## config.mk

```make
export PLATFORM = sky130hd
export DESIGN_NAME = dual_quad_counter
export DESIGN_NICKNAME = d
export VERILOG_FILES = /design/src/rtl/quad_pkg.sv /design/src/rtl/quad_sync.sv /design/src/rtl/quad_phase_decoder.sv /design/src/rtl/quad_axis_counter.sv /design/src/rtl/dual_quad_counter.sv
export SDC_FILE = /design/constraint.sdc
export NUM_CORES = 1
export LEC_CHECK = 0
export BUFFER_PORTS_ARGS = -buffer_cell sky130_fd_sc_hd__buf_4
export CAP_MARGIN = 20
export CORE_UTILIZATION = 42
export DETAILED_ROUTE_END_ITERATION = 12
export GPL_TIMING_DRIVEN = 0
export HOLD_SLACK_MARGIN = 0.02
export PLACE_DENSITY = 0.69
export SETUP_SLACK_MARGIN = 0.1
export SYNTH_ARGS = -nofsm -noshare
export SYNTH_HDL_FRONTEND = slang
export SYNTH_HIERARCHICAL = 1
export SYNTH_SLANG_ARGS = --single-unit
```

## constraint.sdc

```tcl
create_clock -name clk -period 8.9 [get_ports clk]
set_input_delay 1.78 -clock clk [delete_from_list [all_inputs] [get_ports clk]]
set_output_delay 1.78 -clock clk [all_outputs]
set_load 0.02 [all_outputs]
```

## src/rtl/quad_pkg.sv

```systemverilog
// Shared types and the step classifier for the quadrature counter.
// Assumes the phase pair is packed as {A, B}.
package quad_pkg;

    // Result of comparing two consecutive synchronised phase samples.
    typedef enum logic [1:0] {
        STEP_HOLD = 2'd0,
        STEP_INC  = 2'd1,
        STEP_DEC  = 2'd2,
        STEP_SKIP = 2'd3
    } step_t;

    // Classifies a move from prv to cur; a two-bit jump is illegal.
    function automatic step_t classify_step(input logic [1:0] prv, input logic [1:0] cur);
        logic [1:0] diff;
        diff = prv ^ cur;
        if (diff == 2'b00)
            return STEP_HOLD;
        else if (diff == 2'b11)
            return STEP_SKIP;
        else if (cur[1] ^ prv[0])
            return STEP_INC;
        else
            return STEP_DEC;
    endfunction

endpackage

```

## src/rtl/quad_sync.sv

```systemverilog
// Multi-stage synchroniser for a bus of independent single-bit signals.
// Assumes every bit is asynchronous and treated alone (no bus coherency).
module quad_sync #(
    parameter int WIDTH  = 4,
    parameter int STAGES = 2
) (
    input  logic             clk,
    input  logic             rst_n,
    input  logic [WIDTH-1:0] din,
    output logic [WIDTH-1:0] dout
);

    logic [WIDTH-1:0] stage_q [STAGES];

    // First stage captures the raw asynchronous inputs.
    always_ff @(posedge clk) begin
        if (!rst_n)
            stage_q[0] <= '0;
        else
            stage_q[0] <= din;
    end

    // Remaining stages form the settling chain.
    for (genvar s = 1; s < STAGES; s++) begin : g_chain
        always_ff @(posedge clk) begin
            if (!rst_n)
                stage_q[s] <= '0;
            else
                stage_q[s] <= stage_q[s-1];
        end
    end

    assign dout = stage_q[STAGES-1];

endmodule

```

## src/rtl/quad_phase_decoder.sv

```systemverilog
// Compares each synchronised phase pair with the previous one and reports
// whether the axis moved forward, backward, not at all, or jumped illegally.
// Assumes phase is already synchronised to clk.
module quad_phase_decoder
    import quad_pkg::*;
(
    input  logic       clk,
    input  logic       rst_n,
    input  logic [1:0] phase,
    output step_t      step
);

    logic [1:0] prev_q;

    // Holds the previous sample for edge detection.
    always_ff @(posedge clk) begin
        if (!rst_n)
            prev_q <= 2'b00;
        else
            prev_q <= phase;
    end

    // Direction discrimination from the previous and current samples.
    always_comb begin
        step = classify_step(prev_q, phase);
    end

endmodule

```

## src/rtl/quad_axis_counter.sv

```systemverilog
// Wrapping up/down position counter for one axis with a synchronous clear.
// Assumes step is valid for one cycle per detected edge; clear wins.
module quad_axis_counter
    import quad_pkg::*;
#(
    parameter int CNT_W = 12
) (
    input  logic             clk,
    input  logic             rst_n,
    input  logic             clr,
    input  step_t            step,
    output logic [CNT_W-1:0] count,
    output logic             stepped
);

    localparam logic [CNT_W-1:0] ONE = CNT_W'(1);

    // Updates the count and flags whether it stepped this edge.
    always_ff @(posedge clk) begin
        if (!rst_n) begin
            count   <= '0;
            stepped <= 1'b0;
        end else if (clr) begin
            count   <= '0;
            stepped <= 1'b0;
        end else begin
            unique case (step)
                STEP_INC: begin
                    count   <= count + ONE;
                    stepped <= 1'b1;
                end
                STEP_DEC: begin
                    count   <= count - ONE;
                    stepped <= 1'b1;
                end
                default: begin
                    stepped <= 1'b0;
                end
            endcase
        end
    end

endmodule

```

## src/rtl/dual_quad_counter.sv

```systemverilog
// Two-axis quadrature position counter: synchronises both phase pairs,
// decodes direction per axis, counts with per-axis clears and merges the
// step flags into one event strobe.
// Assumes phases are clean levels and low while rst_n is applied.
module dual_quad_counter
    import quad_pkg::*;
#(
    parameter int CNT_W       = 12,
    parameter int SYNC_STAGES = 2
) (
    input  logic             clk,
    input  logic             rst_n,
    input  logic             x_a,
    input  logic             x_b,
    input  logic             y_a,
    input  logic             y_b,
    input  logic             clr_x,
    input  logic             clr_y,
    output logic [CNT_W-1:0] x_count,
    output logic [CNT_W-1:0] y_count,
    output logic             count_evt
);

    localparam int NUM_AXES = 2;
    localparam int PH_W     = 2 * NUM_AXES;

    logic [PH_W-1:0]     raw_ph;
    logic [PH_W-1:0]     sync_ph;
    logic [NUM_AXES-1:0] axis_clr;
    logic [NUM_AXES-1:0] axis_stepped;
    logic [CNT_W-1:0]    axis_count [NUM_AXES];

    // Axis 0 is X, axis 1 is Y; each pair packed as {A, B}.
    assign raw_ph   = {y_a, y_b, x_a, x_b};
    assign axis_clr = {clr_y, clr_x};

    quad_sync #(
        .WIDTH  (PH_W),
        .STAGES (SYNC_STAGES)
    ) i_sync (
        .clk  (clk),
        .rst_n(rst_n),
        .din  (raw_ph),
        .dout (sync_ph)
    );

    for (genvar ax = 0; ax < NUM_AXES; ax++) begin : g_axis
        step_t step;

        quad_phase_decoder i_dec (
            .clk  (clk),
            .rst_n(rst_n),
            .phase(sync_ph[2*ax +: 2]),
            .step (step)
        );

        quad_axis_counter #(
            .CNT_W(CNT_W)
        ) i_cnt (
            .clk    (clk),
            .rst_n  (rst_n),
            .clr    (axis_clr[ax]),
            .step   (step),
            .count  (axis_count[ax]),
            .stepped(axis_stepped[ax])
        );
    end

    assign x_count   = axis_count[0];
    assign y_count   = axis_count[1];
    assign count_evt = |axis_stepped;

endmodule

```

## After elaboration in Yosys (flattened, before gate mapping)

Memories as Yosys holds them, arrays and structs flattened.
Index checks and enable logic that the tools add are counted.

- Bitwise logic cells: 7
- Reductions and logical operators: 9
- Add/subtract/negate cells: 4
- Equal/unequal tests: 6
- Mux-type cells: 14

Operators with widths:

| kind | number |
|---|---|
| $pmux 12 s2 | 2 |
| $add 12x1->12 const B | 2 |
| $sub 12x1->12 const B | 2 |
| $mux 2 | 6 |
| $reduce_or 2->1 | 5 |
| $eq 2x2->1 const B | 4 |
| $mux 4 | 2 |
| $eq 2x1->1 const B | 2 |
| $logic_not 2->1 | 2 |
| $mux 1 | 4 |
| $reduce_bool 2->1 | 2 |
| $xor 2x2->2 | 2 |
| $or 1x1->1 | 2 |
| $xor 1x1->1 | 2 |
| $not 1->1 | 1 |

- Memories kept: 1
- Logic and storage cells: 47
- Memory bits (writable): 8
- Flip-flop bits (word level): 30
- Output and inout port bits: 25
- Input port bits: 8

Memory list:

| name | depth | bits a word | rd ports | clocked after Yosys merged registers in | write ports | line | text |
|---|---|---|---|---|---|---|---|
| i_sync.stage_q | 2 | 4 | 2 | 0 | 2 | quad_sync.sv:13 | `logic [WIDTH-1:0] stage_q [STAGES];` |

## Depth between registers and ports, before layout

- Word-level depth: 7
- Gate-level depth with buffers: 16

## Cells and area by module

Netlist, hierarchy kept.

Modules (own cells, without submodules):

| module | sequential area each (sq um) | instances | cells an instance | area an instance (sq um) |
|---|---|---|---|---|
| quad_axis_counter | 260.2 | 2 | 153 | 1,134.8 |
| quad_phase_decoder | 40.0 | 2 | 13 | 108.9 |
| quad_sync | 160.2 | 1 | 16 | 210.2 |
| dual_quad_counter | 0.0 | 1 | 1 | 6.3 |

## Least setup slack after synthesis

OpenSTA, ideal clock, no wires.

- Path type: register to register
- Start point: mem i_sync.stage_q[1][1]
- End point: reg g_axis[0].i_cnt.count[8]
- Clock period less this slack: 2,999 ps
- Arrival time: 2,929 ps
- Required time: 8,830 ps
- Library setup time: 70 ps
- Stages on the path, launching flop included: 17
- Setup slack: 5,901 ps
- Cell sequence: dfxtp_1 > nand2_1 > o211ai_1 > o21ai_0 > inv_1 > ha_1 > buf_2 > buf_2 > buf_2 > xor2_1 > ha_1 > a21boi_0 > o22a_1 > a31oi_1 > xor2_1 > or3_1 > a21oi_1

RTL lines:

| what | line | text |
|---|---|---|
| from (decl) | quad_sync.sv:13 |  |
| to (signal assigned) | quad_axis_counter.sv:29 | `count <= count + ONE;` |
| to (signal assigned) | quad_axis_counter.sv:33 | `count <= count - ONE;` |
| to (decl) | quad_axis_counter.sv:12 | `output logic [CNT_W-1:0] count,` |

==> flow_summary.yaml <==
synthesis:
  synth_edf_count: 0
  ys_warn_count: 6
  synth_cell_types: 48
  syn_area_per_cell_um2: 7.747
  ys_seq_area_share_pct: 28.14
  postSynth.asyncResetShare_pct: 0
  syn_nets: 363
  syn_area_mm2: 0.002704
  syn_inst: 349
  ys_seq_elements: 38
  ys.flop_type: "dfxtp_1"
route:
  remaining_drc_errors: 0
  viasPerCell: 5.866
  post_drt_wl_per_cell_um: 14.51
  drt-initial-drc-count: 299
  ant_nets: 0
  drtPass1Iterations: 7
  num_vias: 2722
  routed_wl_um: 6733
clock_tree:
  h-tree-depth: 2
  cts_tree: "yes"
  root_buffer: "clkbuf_8"
  ctsResizeCount: 0
  cts_hold_buf: 0
  cts_setup_buffers: 0
  clkTransAtPathRegs_ps: 90
  cts_buffers: 5
  cts_buffer_depth: 2
  numClockSinks: 38
  clk_latency_ps: 300
place:
  place_area_mm2: 0.003038
  gp_congestion: 0.9386
  portBuffers: 32
  dpl.hpwl_um: 4724
  dpl.cell_count: 456
timing:
  period_needed_ps: 3556
  fin_crit_sh_pct: 39.95
  fmax_mhz: 281.2
  hold_viol_final: 0
  timing.clock.skew_ps: 13.04
  finalSetupViolCount: 0
  tightest_slew_ps: 560.5
  fin_hold_ws_ps: 433.1
  maxSlewViolCount: 0
  fin_setup_tns_ps: 0
  slew_headroom_pct: 62.63
  rsz0062_at_grt: "false"
floorplanning:
  die_area_mm2: 0.006763
  row_count: 28
  die_y_um: 82.24
  initial_utilization_pct: 44.61
  die_x_um: 82.24
  ios: 33
  core_mm2: 0.006061
setup_path:
  required_ps: 9140
  critPathArrivalTime_ps: 3790
  worstSetupPathType: "register to register"
  endpoint_kind: "register"
  worst-path-max-fanout: 10
  start_kind: "register"
layout:
  n_fill_cell: 611
  syn_to_final_growth_pct: 15.69
  fin_nets: 402
  drive_gt1_share_pct: 16.45
  final_area_mm2: 0.003128
  mostFrequentLayoutCells: "dfxtp_1, buf_4, a21oi_1"
  final_common_cell: "dfxtp_1"
  stdcell_count: 464
  antenna_cells: 0
global_route:
  antenna_found_initial: 0
  grt_first_pass_wirelength_um: 11030
  grt_pass1_vias: 2292
  grt-ovfl-total: 0
  grt_util_all_layers_pct: 21.05
  grt_max_degree: 17
pwr:
  switching_power_mw: 0.1214
  p_int_mw: 0.2616
  power_density_mw_per_mm2: 122.4
  peakVddDrop_v: 0.00007445
  power_frac_comb_pct: 20.5
  p_clk_share_pct: 32.5
  power_frac_seq_pct: 47.0
  cellLeakagePower_nw: 1.162
  switching_share_pct: 31.70
run:
  cap_violations: 0
worst_hold_path:
  worstHoldPathType: "register to register"
outcome:
  status: "finished clean"
-- cell usage after synthesis (6+ instances only) --
library cell  instances  area [um2]
a21oi_1              28       140.1
and2_1               14       87.58
buf_2                10       50.05
clkbuf_1             20       75.07
dfxtp_1              38       760.7
ha_1                  6       75.07
mux2i_1              10       100.1
nand2_1              24       90.09
nand2b_1              6       37.54
nand3_1              10       50.05
nand4_1               8       50.05
nor2_1               24       90.09
nor2b_1              10       62.56
nor3_1                6       30.03
nor3b_1               6       45.04
o21ai_0              24       120.1
or3_1                14       87.58
xor2_1               12       105.1
-- sequential cells by signal, summed over array words and instances, names as in the netlist --
signal,flops
g_axis.i_dec/prev_q,4
g_axis.i_cnt/stepped,2
i_sync/stage_q,8
g_axis.i_cnt/count,24
-- path summary, 6_finish.rpt --
check / startpoint / end / slack [ps] / depth (start not counted)
worst max-delay path: i_sync/stage_q[1][3] / g_axis[1].i_cnt/count[8] / 5340 / 16
worst min-delay path: i_sync/stage_q[0][2] / i_sync/stage_q[1][2] / 430 / 1
worst max register to register: i_sync/stage_q[1][3] / g_axis[1].i_cnt/count[8] / 5340 / 16
worst min register to register: i_sync/stage_q[0][2] / i_sync/stage_q[1][2] / 430 / 1
-- cell families after synthesis --
| logic type | share of synthesized area [%] |
|---|---|
| multiplexers | 3.702 |
| buffers and inverters | 5.738 |
| adder cells (fa/ha/maj) | 2.776 |
| AO/OA/AOI/OAI | 25.73 |
| AND/OR/NAND/NOR | 28.74 |
| XOR/XNOR | 5.183 |
| flip-flops | 28.14 |
-- power groups by stage --
stage | sequential [mW] | combinational, mW | clock (mW)
after floorplan | 0.186 | 0.0527 | 0
after global placement | 0.184 | 0.0758 | 0
after detailed placement | 0.184 | 0.0774 | 0
after CTS | 0.180 | 0.0777 | 0.129
after global routing | 0.181 | 0.0863 | 0.138
final | 0.180 | 0.0783 | 0.124
-- cell type report --
cell class | count | area (um2) | area share (%)
Inverter | 2 | 7.507 | 0.2400
Tap cell | 75 | 93.84 | 3.000
Multi-Input combinational cell | 277 | 1788 | 57.16
Buffer | 32 | 147.6 | 4.720
Clock buffer | 5 | 68.82 | 2.200
Timing Repair Buffer | 32 | 240.2 | 7.680
Sequential cell | 38 | 760.7 | 24.32
Clock inverter | 3 | 21.27 | 0.6800
-- per-stage QoR --
step | setup WS (ps) | util, % | total power, mW
floorplan | 5901 | - | 0.2389
global placement | 5481 | 50.12 | 0.2596
detailed placement | 5404 | 50.12 | 0.2615
CTS | 5377 | 51.61 | 0.3873
global route | 4949 | 51.61 | 0.4051
finish | 5344 | 51.61 | 0.3830
-- routing by layer --
metal | GRT usage [%] | wire length, um | vias up | share of wire (%)
li1 | - | - | 1353 | -
met1 | 30.74 | 3286 | 1271 | 49
met2 | 31.65 | 2955 | 96 | 44
met3 | 3.846 | 458 | 2 | 6.8
met4 | 4.912 | 32 | 0 | 0.48
met5 | 0 | 0 | - | 0
-- worst max-delay path: stages (launching register included) --
cell	delay [ps]
dfxtp_1	430
nand2_1	100
o21ai_0	80
o21ai_0	90
inv_1	80
ha_1	280
buf_2	240
buf_2	250
buf_2	300
xor2_1	200
ha_1	230
a21boi_0	200
o22a_1	260
a31oi_1	120
xor2_1	180
or3_1	310
a21oi_1	140
(Power assumes the default switching activity.)
